`config.mk`:
```
export PLATFORM = sky130hd
export DESIGN_NAME = ee_slave_engine
export DESIGN_NICKNAME = d
export VERILOG_FILES = /design/src/rtl/ee_slv_pkg.sv /design/src/rtl/ee_line_events.sv /design/src/rtl/ee_word_ptr.sv /design/src/rtl/ee_slave_engine.sv
export SDC_FILE = /design/constraint.sdc
export NUM_CORES = 1
export LEC_CHECK = 0
export BUFFER_PORTS_ARGS = -buffer_cell sky130_fd_sc_hd__buf_2
export CORE_MARGIN = 2
export CORE_UTILIZATION = 25
export CTS_CLUSTER_SIZE = 28
export DETAILED_ROUTE_END_ITERATION = 12
export PLACE_DENSITY = 0.44
export SLEW_MARGIN = 20
export SYNTH_ARGS = -nofsm -noshare
export SYNTH_HDL_FRONTEND = slang
export SYNTH_HIERARCHICAL = 1
export SYNTH_SLANG_ARGS = --single-unit
```
`constraint.sdc`:
```
create_clock -name clk -period 3.7 [get_ports clk]
set_clock_uncertainty 0.1 [all_clocks]
set_input_delay 0.37 -clock clk [delete_from_list [all_inputs] [get_ports clk]]
set_output_delay 0.37 -clock clk [all_outputs]
set_load 0.01 [all_outputs]
```
`src/rtl/ee_slv_pkg.sv`:
```
package ee_slv_pkg;
    localparam int BYTE_W = 8;
    localparam int ADDR_W = 2 * BYTE_W + 1;
    localparam int CNT_W  = $clog2(BYTE_W + 2);

    localparam logic [CNT_W-1:0] SLOT_ACK  = CNT_W'(BYTE_W);
    localparam logic [CNT_W-1:0] SLOT_DONE = CNT_W'(BYTE_W + 1);

    typedef enum logic [2:0] {
        ST_IDLE,
        ST_DEV,
        ST_AHI,
        ST_ALO,
        ST_WDAT,
        ST_RDAT
    } eng_st_e;

    typedef struct packed {
        eng_st_e           st;
        logic [CNT_W-1:0]  cnt;
        logic [BYTE_W-1:0] rx;
        logic [BYTE_W-1:0] tx;
        logic [BYTE_W-1:0] hi;
        logic              pbit;
        logic              drive;
        logic              wrote;
        logic              ld;
        logic              wr;
        logic              rd_req;
        logic              rd_wait;
        logic              commit;
    } eng_s;
endpackage

```
`src/rtl/ee_line_events.sv`:
```
module ee_line_events (
    input  logic clk,
    input  logic rst_n,
    input  logic scl_i,
    input  logic sda_i,
    output logic rise_o,
    output logic fall_o,
    output logic start_o,
    output logic stop_o
);
    logic scl_d, scl_q;
    logic sda_d, sda_q;

    always_comb begin
        scl_d = scl_i;
        sda_d = sda_i;
    end

    always_ff @(posedge clk or negedge rst_n) begin
        if (!rst_n) begin
            scl_q <= 1'b1;
            sda_q <= 1'b1;
        end else begin
            scl_q <= scl_d;
            sda_q <= sda_d;
        end
    end

    // Bus conditions need SCL high in both the previous and current sample.
    assign rise_o  = !scl_q && scl_i;
    assign fall_o  = scl_q && !scl_i;
    assign start_o = scl_q && scl_i && sda_q && !sda_i;
    assign stop_o  = scl_q && scl_i && !sda_q && sda_i;
endmodule

```
`src/rtl/ee_word_ptr.sv`:
```
module ee_word_ptr #(
    parameter int W      = 17,
    parameter int PAGE_W = 8
) (
    input  logic         clk,
    input  logic         rst_n,
    input  logic         load_i,
    input  logic [W-1:0] load_val_i,
    input  logic         inc_page_i,
    input  logic         inc_all_i,
    output logic [W-1:0] ptr_o
);
    localparam logic [W-1:0] LOW_MASK = W'((64'd1 << PAGE_W) - 64'd1);

    logic [W-1:0] ptr_d, ptr_q;
    logic [W-1:0] ptr_plus;

    always_comb begin
        ptr_plus = ptr_q + W'(1);
        ptr_d    = ptr_q;
        if (load_i) begin
            ptr_d = load_val_i;
        end else if (inc_all_i) begin
            ptr_d = ptr_plus;
        end else if (inc_page_i) begin
            // Only the in-page bits advance; the page number is kept.
            ptr_d = (ptr_q & ~LOW_MASK) | (ptr_plus & LOW_MASK);
        end
    end

    always_ff @(posedge clk or negedge rst_n) begin
        if (!rst_n) ptr_q <= '0;
        else        ptr_q <= ptr_d;
    end

    assign ptr_o = ptr_q;
endmodule

```
`src/rtl/ee_slave_engine.sv`:
```
module ee_slave_engine
    import ee_slv_pkg::*;
#(
    parameter int         PAGE_W   = 8,
    parameter logic [3:0] DEV_CODE = 4'b1010
) (
    input  logic              clk,
    input  logic              rst_n,
    input  logic              scl_i,
    input  logic              sda_i,
    input  logic [1:0]        strap_i,
    input  logic              busy_i,
    output logic              sda_low_o,
    output logic [ADDR_W-1:0] addr_o,
    output logic              addr_load_o,
    output logic              wr_strobe_o,
    output logic [BYTE_W-1:0] wr_data_o,
    output logic              wr_commit_o,
    output logic              rd_req_o,
    input  logic [BYTE_W-1:0] rd_data_i
);
    logic ev_rise, ev_fall, ev_start, ev_stop;
    logic ptr_load, ptr_inc_page, ptr_inc_all;
    logic [ADDR_W-1:0] ptr_val;
    eng_s q, n;

    ee_line_events u_events (
        .clk    (clk),
        .rst_n  (rst_n),
        .scl_i  (scl_i),
        .sda_i  (sda_i),
        .rise_o (ev_rise),
        .fall_o (ev_fall),
        .start_o(ev_start),
        .stop_o (ev_stop)
    );

    ee_word_ptr #(
        .W     (ADDR_W),
        .PAGE_W(PAGE_W)
    ) u_ptr (
        .clk       (clk),
        .rst_n     (rst_n),
        .load_i    (ptr_load),
        .load_val_i(ptr_val),
        .inc_page_i(ptr_inc_page),
        .inc_all_i (ptr_inc_all),
        .ptr_o     (addr_o)
    );

    assign ptr_val = {q.pbit, q.hi, q.rx};

    always_comb begin
        n            = q;
        n.ld         = 1'b0;
        n.wr         = 1'b0;
        n.rd_req     = 1'b0;
        n.commit     = 1'b0;
        n.rd_wait    = q.rd_req;
        ptr_load     = 1'b0;
        ptr_inc_page = 1'b0;
        ptr_inc_all  = 1'b0;

        // Read data returns one cycle after the request.
        if (q.rd_wait) n.tx = rd_data_i;

        if (ev_start) begin
            n.st    = ST_DEV;
            n.cnt   = '0;
            n.drive = 1'b0;
            n.wrote = 1'b0;
        end else if (ev_stop) begin
            n.commit = q.wrote;
            n.st     = ST_IDLE;
            n.cnt    = '0;
            n.drive  = 1'b0;
            n.wrote  = 1'b0;
        end else begin
            case (q.st)
                ST_IDLE: begin
                end
                ST_RDAT: begin
                    if (ev_rise) begin
                        if (q.cnt < SLOT_ACK) begin
                            n.cnt = q.cnt + CNT_W'(1);
                        end else if (q.cnt == SLOT_ACK) begin
                            ptr_inc_all = 1'b1;
                            if (!sda_i) begin
                                n.cnt    = SLOT_DONE;
                                n.rd_req = 1'b1;
                            end else begin
                                n.st  = ST_IDLE;
                                n.cnt = '0;
                            end
                        end
                    end else if (ev_fall) begin
                        if (q.cnt != '0 && q.cnt < SLOT_ACK) begin
                            n.tx    = {q.tx[BYTE_W-2:0], 1'b0};
                            n.drive = !q.tx[BYTE_W-2];
                        end else if (q.cnt == SLOT_ACK) begin
                            n.drive = 1'b0;
                        end else if (q.cnt == SLOT_DONE) begin
                            n.cnt   = '0;
                            n.drive = !q.tx[BYTE_W-1];
                        end
                    end
                end
                default: begin
                    if (ev_rise) begin
                        if (q.cnt < SLOT_ACK) begin
                            n.rx  = {q.rx[BYTE_W-2:0], sda_i};
                            n.cnt = q.cnt + CNT_W'(1);
                        end else if (q.cnt == SLOT_ACK) begin
                            n.cnt = SLOT_DONE;
                        end
                    end else if (ev_fall) begin
                        if (q.cnt == SLOT_ACK) begin
                            if (busy_i) begin
                                n.st    = ST_IDLE;
                                n.cnt   = '0;
                                n.wrote = 1'b0;
                            end else begin
                                case (q.st)
                                    ST_DEV: begin
                                        if (q.rx[7:4] == DEV_CODE && q.rx[3:2] == strap_i) begin
                                            n.drive = 1'b1;
                                            if (q.rx[0]) n.rd_req = 1'b1;
                                            else         n.pbit   = q.rx[1];
                                        end else begin
                                            n.st  = ST_IDLE;
                                            n.cnt = '0;
                                        end
                                    end
                                    ST_AHI: begin
                                        n.hi    = q.rx;
                                        n.drive = 1'b1;
                                    end
                                    ST_ALO: begin
                                        ptr_load = 1'b1;
                                        n.ld     = 1'b1;
                                        n.drive  = 1'b1;
                                    end
                                    default: begin
                                        n.wr    = 1'b1;
                                        n.wrote = 1'b1;
                                        n.drive = 1'b1;
                                    end
                                endcase
                            end
                        end else if (q.cnt == SLOT_DONE) begin
                            n.cnt   = '0;
                            n.drive = 1'b0;
                            case (q.st)
                                ST_DEV: begin
                                    if (q.rx[0]) begin
                                        n.st    = ST_RDAT;
                                        n.drive = !q.tx[BYTE_W-1];
                                    end else begin
                                        n.st = ST_AHI;
                                    end
                                end
                                ST_AHI:  n.st = ST_ALO;
                                ST_ALO:  n.st = ST_WDAT;
                                default: ptr_inc_page = 1'b1;
                            endcase
                        end
                    end
                end
            endcase
        end
    end

    always_ff @(posedge clk or negedge rst_n) begin
        if (!rst_n) begin
            q <= '{st: ST_IDLE, default: '0};
        end else begin
            q <= n;
        end
    end

    assign sda_low_o   = q.drive;
    assign addr_load_o = q.ld;
    assign wr_strobe_o = q.wr;
    assign wr_data_o   = q.rx;
    assign wr_commit_o = q.commit;
    assign rd_req_o    = q.rd_req;
endmodule

```
==> impl_metrics.json, run 1 <==
{
  "detailroute.wirelength.met2_mm": 3.476,
  "route.detailed.vias_per_inst": 4.682,
  "max_slew.worst_pin.slew_ns": 0.7858,
  "synth_top_flop_cell": "sky130_fd_sc_hd__dfrtp_1",
  "netlist_top_cells_area": "sky130_fd_sc_hd__dfrtp_1, sky130_fd_sc_hd__mux2_2, sky130_fd_sc_hd__nand2_1",
  "comb_power_share_pct": 19.8,
  "ctsHtreeMaxLevel": 3,
  "min_period_ns": 2.877,
  "grt_pass1_wl_mm": 13.34,
  "clock_power_share_pct": 38.0,
  "route.layer.met1.wl_mm": 4.146,
  "yosysTopAreaCell": "sky130_fd_sc_hd__dfrtp_1",
  "p_sw_mw": 0.6596,
  "ys_seq_elements": 58,
  "detailroute.wirelength.met3_um": 298,
  "crit_family": "simple AND/OR/NAND/NOR gates",
  "synth-edff-count": 0,
  "worst_setup_path_start_kind": "flop",
  "sw_frac_of_total_pct": 31.97,
  "yosysWarningCount": 6,
  "violations_in_the_final_reports": "negative hold slack",
  "final_antenna_net_count": 0,
  "largest_net_degree_at_the_start_of_global_routing": 47,
  "p_per_area_mw_per_mm2": 528.6,
  "timing.critical_path.fanout_max": 8,
  "rsz0062_at_grt": "no",
  "worstPathRequired_ns": 3.78,
  "max_cap_violations": 0,
  "p_int_mw": 1.403,
  "grt_overflow_total": 0,
  "yosysTopAreaCellShare_pct": 43.11,
  "ctsHoldBuffers": 0,
  "cpPeakStageDelay_ns": 0.52,
  "numClockSinks": 58,
  "route.vias.total": 2514,
  "run_status": "finished, violations left",
  "hold_path_class": "input port to asynchronous set/reset pin",
  "synthArstFlopShare_pct": 100.0,
  "ys_seq_area_share_pct": 44.73,
  "syn-instance-count": 324,
  "placement.io_buffers": 44,
  "slew-limit-headroom_pct": 47.26,
  "cts-buffers-inserted": 9,
  "diodes": 0,
  "p_seq_share_pct": 42.2,
  "antenna_found_initial": 0,
  "power.static_leakage_nw": 1.673,
  "cp-end-kind": "flop",
  "max_clock_freq_ghz": 0.3476,
  "critical_path_arrival_ns": 2.96,
  "cts.clk_slew.worst_paths_ns": 0.05,
  "core_area_mm2": 0.01267,
  "post-cts-setup-buffer-count": 0,
  "die-width_um": 118.0,
  "layout.filler_cells": 1334,
  "synth_cell_types": 61,
  "cts-resized-gates": 0,
  "maxUsedRoutingLayer": "met4",
  "overall_routing_resource_usage_pct": 12.22,
  "post_synth.cell_area_avg_um2": 10.03,
  "rows": 41,
  "die_area_mm2": 0.01393,
  "min_period_over_period_pct": 77.74,
  "critical-path-slowest-cell": "sky130_fd_sc_hd__dfstp_2",
  "floorplan.initialDensity_pct": 25.65,
  "setup_violations": 0,
  "worst_path_most_repeated_cell": "sky130_fd_sc_hd__nor2_1",
  "hold_viol": 43,
  "stdcell_count": 537,
  "dp.cells": 523,
  "placement.setup.worst_slack_ns": 0.8474,
  "io-pin-count": 45,
  "drt_pass1_iterations": 4,
  "layout_cell_share_with_drive_strength_beyond_1_pct": 26.85,
  "detailedPlacementHpwl_mm": 5.783,
  "critPathKind": "flop to flop",
  "post_dp_cell_area_mm2": 0.003621,
  "power.ir.vdd_worst_mv": 0.1847,
  "drt-initial-drc-count": 124,
  "worstPathBufferInverterCount": 0,
  "place.gp.congestion": 0.7624,
  "final.setup.worst_slack_ns": 0.8234,
  "final.hold.worst_slack_ns": -0.05115,
  "fin_nets": 381,
  "fin_total_pwr_mw": 2.063,
  "critical_path.cell_chain": "and4b_1, nor2_1, nand2_1, nor4_1, nor2_1, nor4b_2, xnor2_1, o21ai_1",
  "setup_total_negative_slack_ns": 0,
  "area_growth_syn_to_layout_pct": 20.05,
  "timing.final.max_slew_violations": 0,
  "clkLatencyLatePin_ns": 0.33,
  "clockBufferDepth": 2,
  "drcViolationCount": 0,
  "post_drt_wl_per_cell_um": 15.01,
  "design_area_mm2": 0.003902,
  "fp.dieH_um": 118.0,
  "first_global_vias": 2547,
  "synth_area_mm2": 0.003251,
  "drt_wl_total_mm": 8.063,
  "ctsRootBufferMaster": "sky130_fd_sc_hd__clkbuf_16",
  "synth.net_count": 343,
  "cts_tree": "yes"
}
==> cell usage after synthesis, drive strengths merged, types with 2 or more instances <==
cell / count
a21oi: 4
a31oi: 2
and4b: 2
buf: 15
clkbuf: 7
dfrtp: 56
dfstp: 2
ha: 4
inv: 8
mux2: 18
mux2i: 14
nand2: 40
nand2b: 5
nand3: 7
nand3b: 3
nand4: 5
nand4bb: 2
nor2: 23
nor2b: 7
nor3: 8
nor3b: 2
nor4: 6
nor4b: 2
o2111ai: 4
o211ai: 2
o21ai: 30
o31ai: 5
or2: 2
or3: 2
or4: 2
xnor2: 12
xor2: 4
==> placed cells by master, fill, tap and decap left out, types with 4 or more instances in the layout <==
cell type and instances:
sky130_fd_sc_hd__dfrtp_1 56, sky130_fd_sc_hd__buf_2 43, sky130_fd_sc_hd__nand2_1 40, sky130_fd_sc_hd__nor2_1 22, sky130_fd_sc_hd__o21ai_0 21, sky130_fd_sc_hd__mux2_2 17
sky130_fd_sc_hd__mux2i_1 14, sky130_fd_sc_hd__xnor2_1 12, sky130_fd_sc_hd__o21ai_1 9, sky130_fd_sc_hd__clkbuf_16 9, sky130_fd_sc_hd__inv_1 8, sky130_fd_sc_hd__nor2b_1 7
sky130_fd_sc_hd__nand3_1 7, sky130_fd_sc_hd__nor3_1 7, sky130_fd_sc_hd__nand2b_1 5, sky130_fd_sc_hd__o31ai_1 5, sky130_fd_sc_hd__buf_4 5, sky130_fd_sc_hd__nor4_2 4
sky130_fd_sc_hd__a21oi_1 4, sky130_fd_sc_hd__nand4_1 4, sky130_fd_sc_hd__xor2_1 4, sky130_fd_sc_hd__o2111ai_1 4, sky130_fd_sc_hd__ha_1 4
==> worst paths after layout <==
path / slack, ns / to / start / depth (start not counted)
worst max-delay path: 0.82 / u_ptr/ptr_o[5]$_DFFE_PN0P_ / u_events/sda_q$_DFF_PN1_ / 8
worst min-delay path: -0.05 / wr_commit_o$_DFF_PN0_ / rst_n / 1
worst max register to register: 0.82 / u_ptr/ptr_o[5]$_DFFE_PN0P_ / u_events/sda_q$_DFF_PN1_ / 8
max in group asynchronous: 2.93 / ptr_val[13]$_DFFE_PN0P_ / rst_n / 2
worst min register to register: 0.32 / q[1]$_DFF_PN0_ / rd_req_o$_DFF_PN0_ / 0
min in group clk: 0.07 / u_events/scl_q$_DFF_PN1_ / scl_i / 1
==> state kept, by name (all words and copies together) (netlist names) <==
name	count
wr_commit_o	1
wr_strobe_o	1
u_ptr/ptr_o	17
u_events/scl_q	1
rd_req_o	1
u_events/sda_q	1
q	17
addr_load_o	1
ptr_val	9
wr_data_o	8
sda_low_o	1
==> power by group through the flow <==
stage / combinational [mW] / sequential (mW) / clock (mW)
global route: 0.456 / 0.892 / 0.829
finish: 0.409 / 0.871 / 0.783
CTS: 0.413 / 0.877 / 0.802
floorplan: 0.398 / 0.785 / 0
detailed placement: 0.411 / 0.887 / 0
global placement: 0.414 / 0.883 / 0
==> per-stage QoR <==
| step | util (%) | hold WS, ns |
|---|---|---|
| CTS | 30.78 | 0.06133 |
| floorplan | - | -0.02559 |
| finish | 30.80 | -0.05115 |
| global placement | 28.58 | 0.2820 |
| detailed placement | 28.58 | 0.2974 |
| global route | 30.80 | 0.008782 |
==> area by class of cell <==
class	count	area (um2)	area share, %
Timing Repair Buffer	49	272.8	6.989
Sequential cell	58	1454	37.26
Tap cell	172	215.2	5.515
Clock buffer	12	266.5	6.829
Inverter	8	30.03	0.7695
Multi-Input combinational cell	236	1652	42.32
Clock inverter	2	12.51	0.3206
==> kinds of logic after synthesis <==
kind of cell | count (synthesis) | share of synthesized area (%)
AOI/OAI and AO/OA | 61 | 12.36
muxes | 32 | 10.66
and+or+nand+nor | 123 | 21.67
xor gates and xnor gates | 16 | 4.311
adders and majority gates | 4 | 1.540
DFF | 58 | 44.73
buffers and inverters | 30 | 4.734
==> per-layer routing <==
metal,global-route usage [%],up-vias
met5,0,-
met1,17.26,1215
met4,4.970,0
met2,17.44,48
li1,-,1240
met3,3.440,11
Note: power is estimated with default switching activity, not from simulation.
==> run 2: changes to the inputs <==
Clock period 3.7 ns to 2.8 ns, I/O delays scaled along.
==> run 2 against run 1 <==
  * Sequential power increased by 29%
  * Highest routed layer unchanged
  * Maximum frequency up 10%
  * Global-route usage increased by 0.45 points
  * Combinational power grew 49%
  * Wire length rose by 2.3%
  * Critical path type unchanged
  * The run now ends clean
  * Largest power group unchanged
  * Largest cell class unchanged
  * Die area unchanged
  * Core utilization rose by 0.97 points
  * Cell count rose by 2.0%
==> impl_metrics.json, run 2 (same netlist as run 1, synthesis figures left out) <==
{
  "run_status": "completed",
  "hp-start": "sda_i",
  "detailroute.wirelength.met3_um": 385,
  "drcViolationCount": 0,
  "setup_total_negative_slack_ns": 0,
  "layout.filler_cells": 1331,
  "placement.setup.worst_slack_ns": 0.2038,
  "diodes": 0,
  "worst-r2r-setup-slack_ns": 0.18,
  "rsz0062_at_grt": "no",
  "route.detailed.vias_per_inst": 4.681,
  "final.setup.worst_slack_ns": 0.1848,
  "numClockSinks": 58,
  "most_frequent_cells_in_the_layout": "sky130_fd_sc_hd__dfrtp_1, sky130_fd_sc_hd__buf_2, sky130_fd_sc_hd__nand2_1",
  "grt_pass1_wl_mm": 13.93,
  "maxUsedRoutingLayer": "met4",
  "timing.critical_path.fanout_max": 37,
  "fin_nets": 391,
  "floorplan.initialDensity_pct": 25.65,
  "finalCoreUtilization_pct": 31.77,
  "max_slew.worst_pin.slew_ns": 0.7658,
  "overall_routing_resource_usage_pct": 12.67,
  "layout_cell_share_with_drive_strength_beyond_1_pct": 28.46,
  "worst_setup_path_start_kind": "flop",
  "stdcell_count": 548,
  "drt-initial-drc-count": 146,
  "area.sequential_mm2": 0.001454,
  "ctsRootBufferMaster": "sky130_fd_sc_hd__clkbuf_16",
  "die_area_mm2": 0.01393,
  "critPathKind": "flop to flop",
  "post_dp_cell_area_mm2": 0.003694,
  "die-width_um": 118.0,
  "cts.clk_slew.worst_paths_ns": 0.05,
  "worstPathRequired_ns": 2.90,
  "layout.cells.most_common": "sky130_fd_sc_hd__dfrtp_1",
  "power.ir.vdd_worst_mv": 0.2780,
  "power.static_leakage_nw": 1.738,
  "place.gp.congestion": 0.7960,
  "drt_wl_total_mm": 8.247,
  "first_global_vias": 2552,
  "fp.dieH_um": 118.0,
  "drt_pass1_iterations": 4,
  "max_cap_violations": 0,
  "worstHoldPathCells": 1,
  "cts-buffers-inserted": 9,
  "r2r_cell_count": 11,
  "placement.io_buffers": 44,
  "setup_violations": 0,
  "detailedPlacementHpwl_mm": 5.971,
  "route.vias.total": 2565,
  "clockBufferDepth": 2,
  "min_period_over_period_pct": 93.40,
  "final.hold.worst_slack_ns": 0.03113,
  "critical_path.reg2reg.endpoint": "u_ptr/ptr_o[15]$_DFFE_PN0P_",
  "slew-limit-headroom_pct": 48.60,
  "min_period_ns": 2.615,
  "area_growth_syn_to_layout_pct": 23.83,
  "antenna_found_initial": 0,
  "cts_tree": "yes",
  "fin_total_pwr_mw": 2.854,
  "hold_path_class": "input port to flop",
  "rows": 41,
  "io-pin-count": 45,
  "ctsHtreeMaxLevel": 3,
  "route.layer.met1.wl_mm": 4.035,
  "timing.final.max_slew_violations": 0,
  "grt_overflow_total": 0,
  "max_clock_freq_ghz": 0.3824,
  "core_area_mm2": 0.01267,
  "final_antenna_net_count": 0,
  "post-cts-setup-buffer-count": 0,
  "regToRegStartpoint": "q[32]$_DFFE_PN0P_",
  "design_area_mm2": 0.004025,
  "detailroute.wirelength.met2_mm": 3.698,
  "p_per_area_mw_per_mm2": 708.9,
  "multiInputGateArea_mm2": 0.001658,
  "clkLatencyLatePin_ns": 0.33,
  "dp.cells": 531,
  "hold_viol": 0,
  "hold_end": "u_events/sda_q$_DFF_PN1_",
  "cp-end-kind": "flop",
  "critical_path_arrival_ns": 2.72,
  "largest_net_degree_at_the_start_of_global_routing": 38,
  "post_drt_wl_per_cell_um": 15.05
}
[run 2: what timing repair did]
item,4_1_cts,5_1_grt
gates resized for setup,0,1
hold buffers,2,0
hold endpoints to repair,24,0
setup endpoints to repair,0,4
[run 2: worst max-delay path, cell delays in order (launching register included)]
cell	delay, ns
sky130_fd_sc_hd__dfrtp_1	0.42
sky130_fd_sc_hd__inv_1	0.09
sky130_fd_sc_hd__ha_1	0.23
sky130_fd_sc_hd__nand3b_1	0.26
sky130_fd_sc_hd__buf_4	0.25
sky130_fd_sc_hd__nor2b_1	0.26
sky130_fd_sc_hd__nand2_1	0.18
sky130_fd_sc_hd__nor2_2	0.19
sky130_fd_sc_hd__buf_12	0.20
sky130_fd_sc_hd__nor4_1	0.07
sky130_fd_sc_hd__mux2i_1	0.15
sky130_fd_sc_hd__nand3_1	0.08
[run 2: how the worst max path moves through the flow]
stage | startpoint | to | cells after the start
6_report | q[32]$_DFFE_PN0P_ | u_ptr/ptr_o[15]$_DFFE_PN0P_ | 11
5_1_grt | q[32]$_DFFE_PN0P_ | u_ptr/ptr_o[15]$_DFFE_PN0P_ | 11
4_1_cts | q[32]$_DFFE_PN0P_ | u_ptr/ptr_o[15]$_DFFE_PN0P_ | 11
3_5_place_dp | scl_i | u_ptr/ptr_o[16]$_DFFE_PN0P_ | 9
3_3_place_gp | q[32]$_DFFE_PN0P_ | u_ptr/ptr_o[15]$_DFFE_PN0P_ | 11
2_1_floorplan | u_events/sda_q$_DFF_PN1_ | u_ptr/ptr_o[16]$_DFFE_PN0P_ | 8
[run 2: layout make-up]
| type | instances | share of cell area, % |
|---|---|---|
| clock buffers | 13 | 6.714 |
| clock inverters | 2 | 0.8704 |
| inverters | 8 | 0.7460 |
| multi-input cells | 236 | 41.19 |
| flip-flops and latches | 58 | 36.12 |
| well taps | 172 | 5.347 |
| repair buffers | 59 | 9.015 |
[run 2: routing by layer]
metal,up-vias,GRT usage (%)
li1,1259,-
met1,1236,17.77
met2,62,18.42
met3,8,3.537
met4,0,4.819
met5,-,0
[run 2: power breakdown]
group | switching (mW) | internal [mW]
combinational | 0.326 | 0.282
clock | 0.369 | 0.754
sequential | 0.183 | 0.939
total | 0.879 | 1.98
==> run 3: changes to the inputs <==
Settings changed: BUFFER_PORTS_ARGS -buffer_cell sky130_fd_sc_hd__buf_2 to -buffer_cell sky130_fd_sc_hd__buf_4.
==> run 3 against run 2 <==
  * Die area is the same
  * Maximum frequency up 2.7%
  * Final area grew 3.9%
  * Count of clock-buffer cells in the layout shrank 2
  * Largest cell class unchanged
  * Sequential cell count did not move
  * Core utilization increased by 1.2 points
  * Register-to-register slack gained 0.11 ns
  * Largest power group is now the clock network
  * Highest routed layer unchanged
==> impl_metrics.json, run 3 (same netlist as run 1, synthesis figures left out) <==
{
  "critical_path_arrival_ns": 2.66,
  "final.setup.worst_slack_ns": 0.2525,
  "hold_path_class": "input port to flop",
  "post-cts-setup-buffer-count": 0,
  "floorplan.initialDensity_pct": 25.65,
  "r2r_cell_count": 9,
  "first_global_vias": 2585,
  "route.vias.total": 2512,
  "core_area_mm2": 0.01267,
  "worst_setup_path_start_kind": "input port",
  "die_area_mm2": 0.01393,
  "setup_violations": 0,
  "io-pin-count": 45,
  "critPathKind": "input port to flop",
  "drt_pass1_iterations": 4,
  "drt-initial-drc-count": 161,
  "rsz0062_at_grt": "no",
  "largest_net_degree_at_the_start_of_global_routing": 59,
  "worst-r2r-setup-slack_ns": 0.29,
  "cts-buffers-inserted": 9,
  "worstPathRequired_ns": 2.91,
  "overall_routing_resource_usage_pct": 12.44,
  "slew-limit-headroom_pct": 48.66,
  "min_period_ns": 2.547,
  "cts_tree": "yes",
  "grt_pass1_wl_mm": 13.62,
  "regToRegStartpoint": "q[32]$_DFFE_PN0P_",
  "placement.io_buffers": 44,
  "max_slew.worst_pin.slew_ns": 0.7649,
  "ctsHtreeMaxLevel": 3,
  "max_clock_freq_ghz": 0.3925,
  "detailedPlacementHpwl_mm": 5.962,
  "fp.dieH_um": 118.0,
  "drcViolationCount": 0,
  "timing.final.max_slew_violations": 0,
  "hold_end": "q[5]$_DFFE_PN0P_",
  "numClockSinks": 58,
  "setup_total_negative_slack_ns": 0,
  "max_cap_violations": 0,
  "rows": 41,
  "fin_total_pwr_mw": 2.953,
  "power.static_leakage_nw": 1.782,
  "drt_wl_total_mm": 8.201,
  "post_drt_wl_per_cell_um": 14.80,
  "most_frequent_cells_in_the_layout": "sky130_fd_sc_hd__buf_4, sky130_fd_sc_hd__dfrtp_1, sky130_fd_sc_hd__nand2_1",
  "area_growth_syn_to_layout_pct": 28.60,
  "grt_overflow_total": 0,
  "antenna_found_initial": 0,
  "layout.cells.most_common": "sky130_fd_sc_hd__buf_4",
  "min_period_over_period_pct": 90.98,
  "power.ir.vdd_worst_mv": 0.2879,
  "route.detailed.vias_per_inst": 4.534,
  "ctsRootBufferMaster": "sky130_fd_sc_hd__clkbuf_16",
  "stdcell_count": 554,
  "fin_nets": 396,
  "place.gp.congestion": 0.8197,
  "diodes": 0,
  "clockBufferDepth": 2,
  "hold_viol": 0,
  "worstHoldPathCells": 2,
  "placement.setup.worst_slack_ns": 0.2111,
  "critical_path.reg2reg.endpoint": "q[32]$_DFFE_PN0P_",
  "cp-end-kind": "flop",
  "cts.clk_slew.worst_paths_ns": 0.05,
  "p_per_area_mw_per_mm2": 706.4,
  "run_status": "completed",
  "die-width_um": 118.0,
  "layout_cell_share_with_drive_strength_beyond_1_pct": 29.58,
  "hp-start": "busy_i",
  "final_antenna_net_count": 0,
  "clkLatencyLatePin_ns": 0.33,
  "layout.filler_cells": 1326,
  "dp.cells": 535,
  "timing.critical_path.fanout_max": 7
}
==> run 3: routing by layer <==
metal	wire length (um)	GRT usage (%)	vias to the layer above
met1	4152	17.09	1187
met4	138	4.970	0
met3	296	3.440	11
met2	3614	18.42	45
li1	-	-	1269
met5	0	0	-
==> run 3: critical path, cell delays in order <==
cell                            delay, ns
sky130_fd_sc_hd__dlygate4sd3_1       0.53
sky130_fd_sc_hd__buf_4               0.17
sky130_fd_sc_hd__and4b_1             0.24
sky130_fd_sc_hd__nor2_2              0.18
sky130_fd_sc_hd__nand2_1             0.11
sky130_fd_sc_hd__nor3_1              0.16
sky130_fd_sc_hd__buf_4               0.20
sky130_fd_sc_hd__nand4_4             0.17
sky130_fd_sc_hd__nor3_4              0.21
sky130_fd_sc_hd__a31oi_1             0.12
sky130_fd_sc_hd__o31a_1              0.28
==> run 3: worst max path at each step <==
| stage | slack, ns | cells after the start | endpoint | start |
|---|---|---|---|---|
| 2_1_floorplan | 0.04 | 8 | u_ptr/ptr_o[16]$_DFFE_PN0P_ | u_events/sda_q$_DFF_PN1_ |
| 3_3_place_gp | 0.26 | 8 | u_ptr/ptr_o[5]$_DFFE_PN0P_ | u_events/sda_q$_DFF_PN1_ |
| 3_5_place_dp | 0.21 | 8 | u_ptr/ptr_o[5]$_DFFE_PN0P_ | u_events/scl_q$_DFF_PN1_ |
| 5_1_grt | 0.02 | 10 | u_ptr/ptr_o[6]$_DFFE_PN0P_ | scl_i |
| 6_report | 0.25 | 11 | u_ptr/ptr_o[16]$_DFFE_PN0P_ | sda_i |
| 4_1_cts | 0.07 | 10 | u_ptr/ptr_o[5]$_DFFE_PN0P_ | sda_i |
==> run 3: cell type report <==
cell class | count | area [um2] | area share, %
multi-input cells | 236 | 1660 | 39.72
flip-flops and latches | 58 | 1454 | 34.78
repair buffers | 64 | 500.5 | 11.97
clock buffers | 11 | 242.7 | 5.807
well taps | 172 | 215.2 | 5.148
clock inverters | 5 | 77.57 | 1.856
inverters | 8 | 30.03 | 0.7183
==> run 3: stage by stage <==
stage | utilization, % | area (um2) | hold WS (ns)
2_1_floorplan | - | 3251 | -0.1156
3_3_place_gp | 30.16 | 3821 | 0.2701
3_5_place_dp | 30.16 | 3821 | 0.2865
4_1_cts | 32.92 | 4172 | 0.1019
5_1_grt | 32.99 | 4180 | 0.1219
6_report | 32.99 | 4180 | 0.1149
==> run 3: what timing repair did <==
item	in CTS	in global routing
hold buffers	3	0
resized for setup	0	2
hold endpoints to repair	58	0
endpoints found under the setup margin	0	10
==> run 3: power by group <==
part           switching (mW)  internal, mW
clock network           0.387         0.799
registers               0.198         0.938
logic                   0.314         0.317
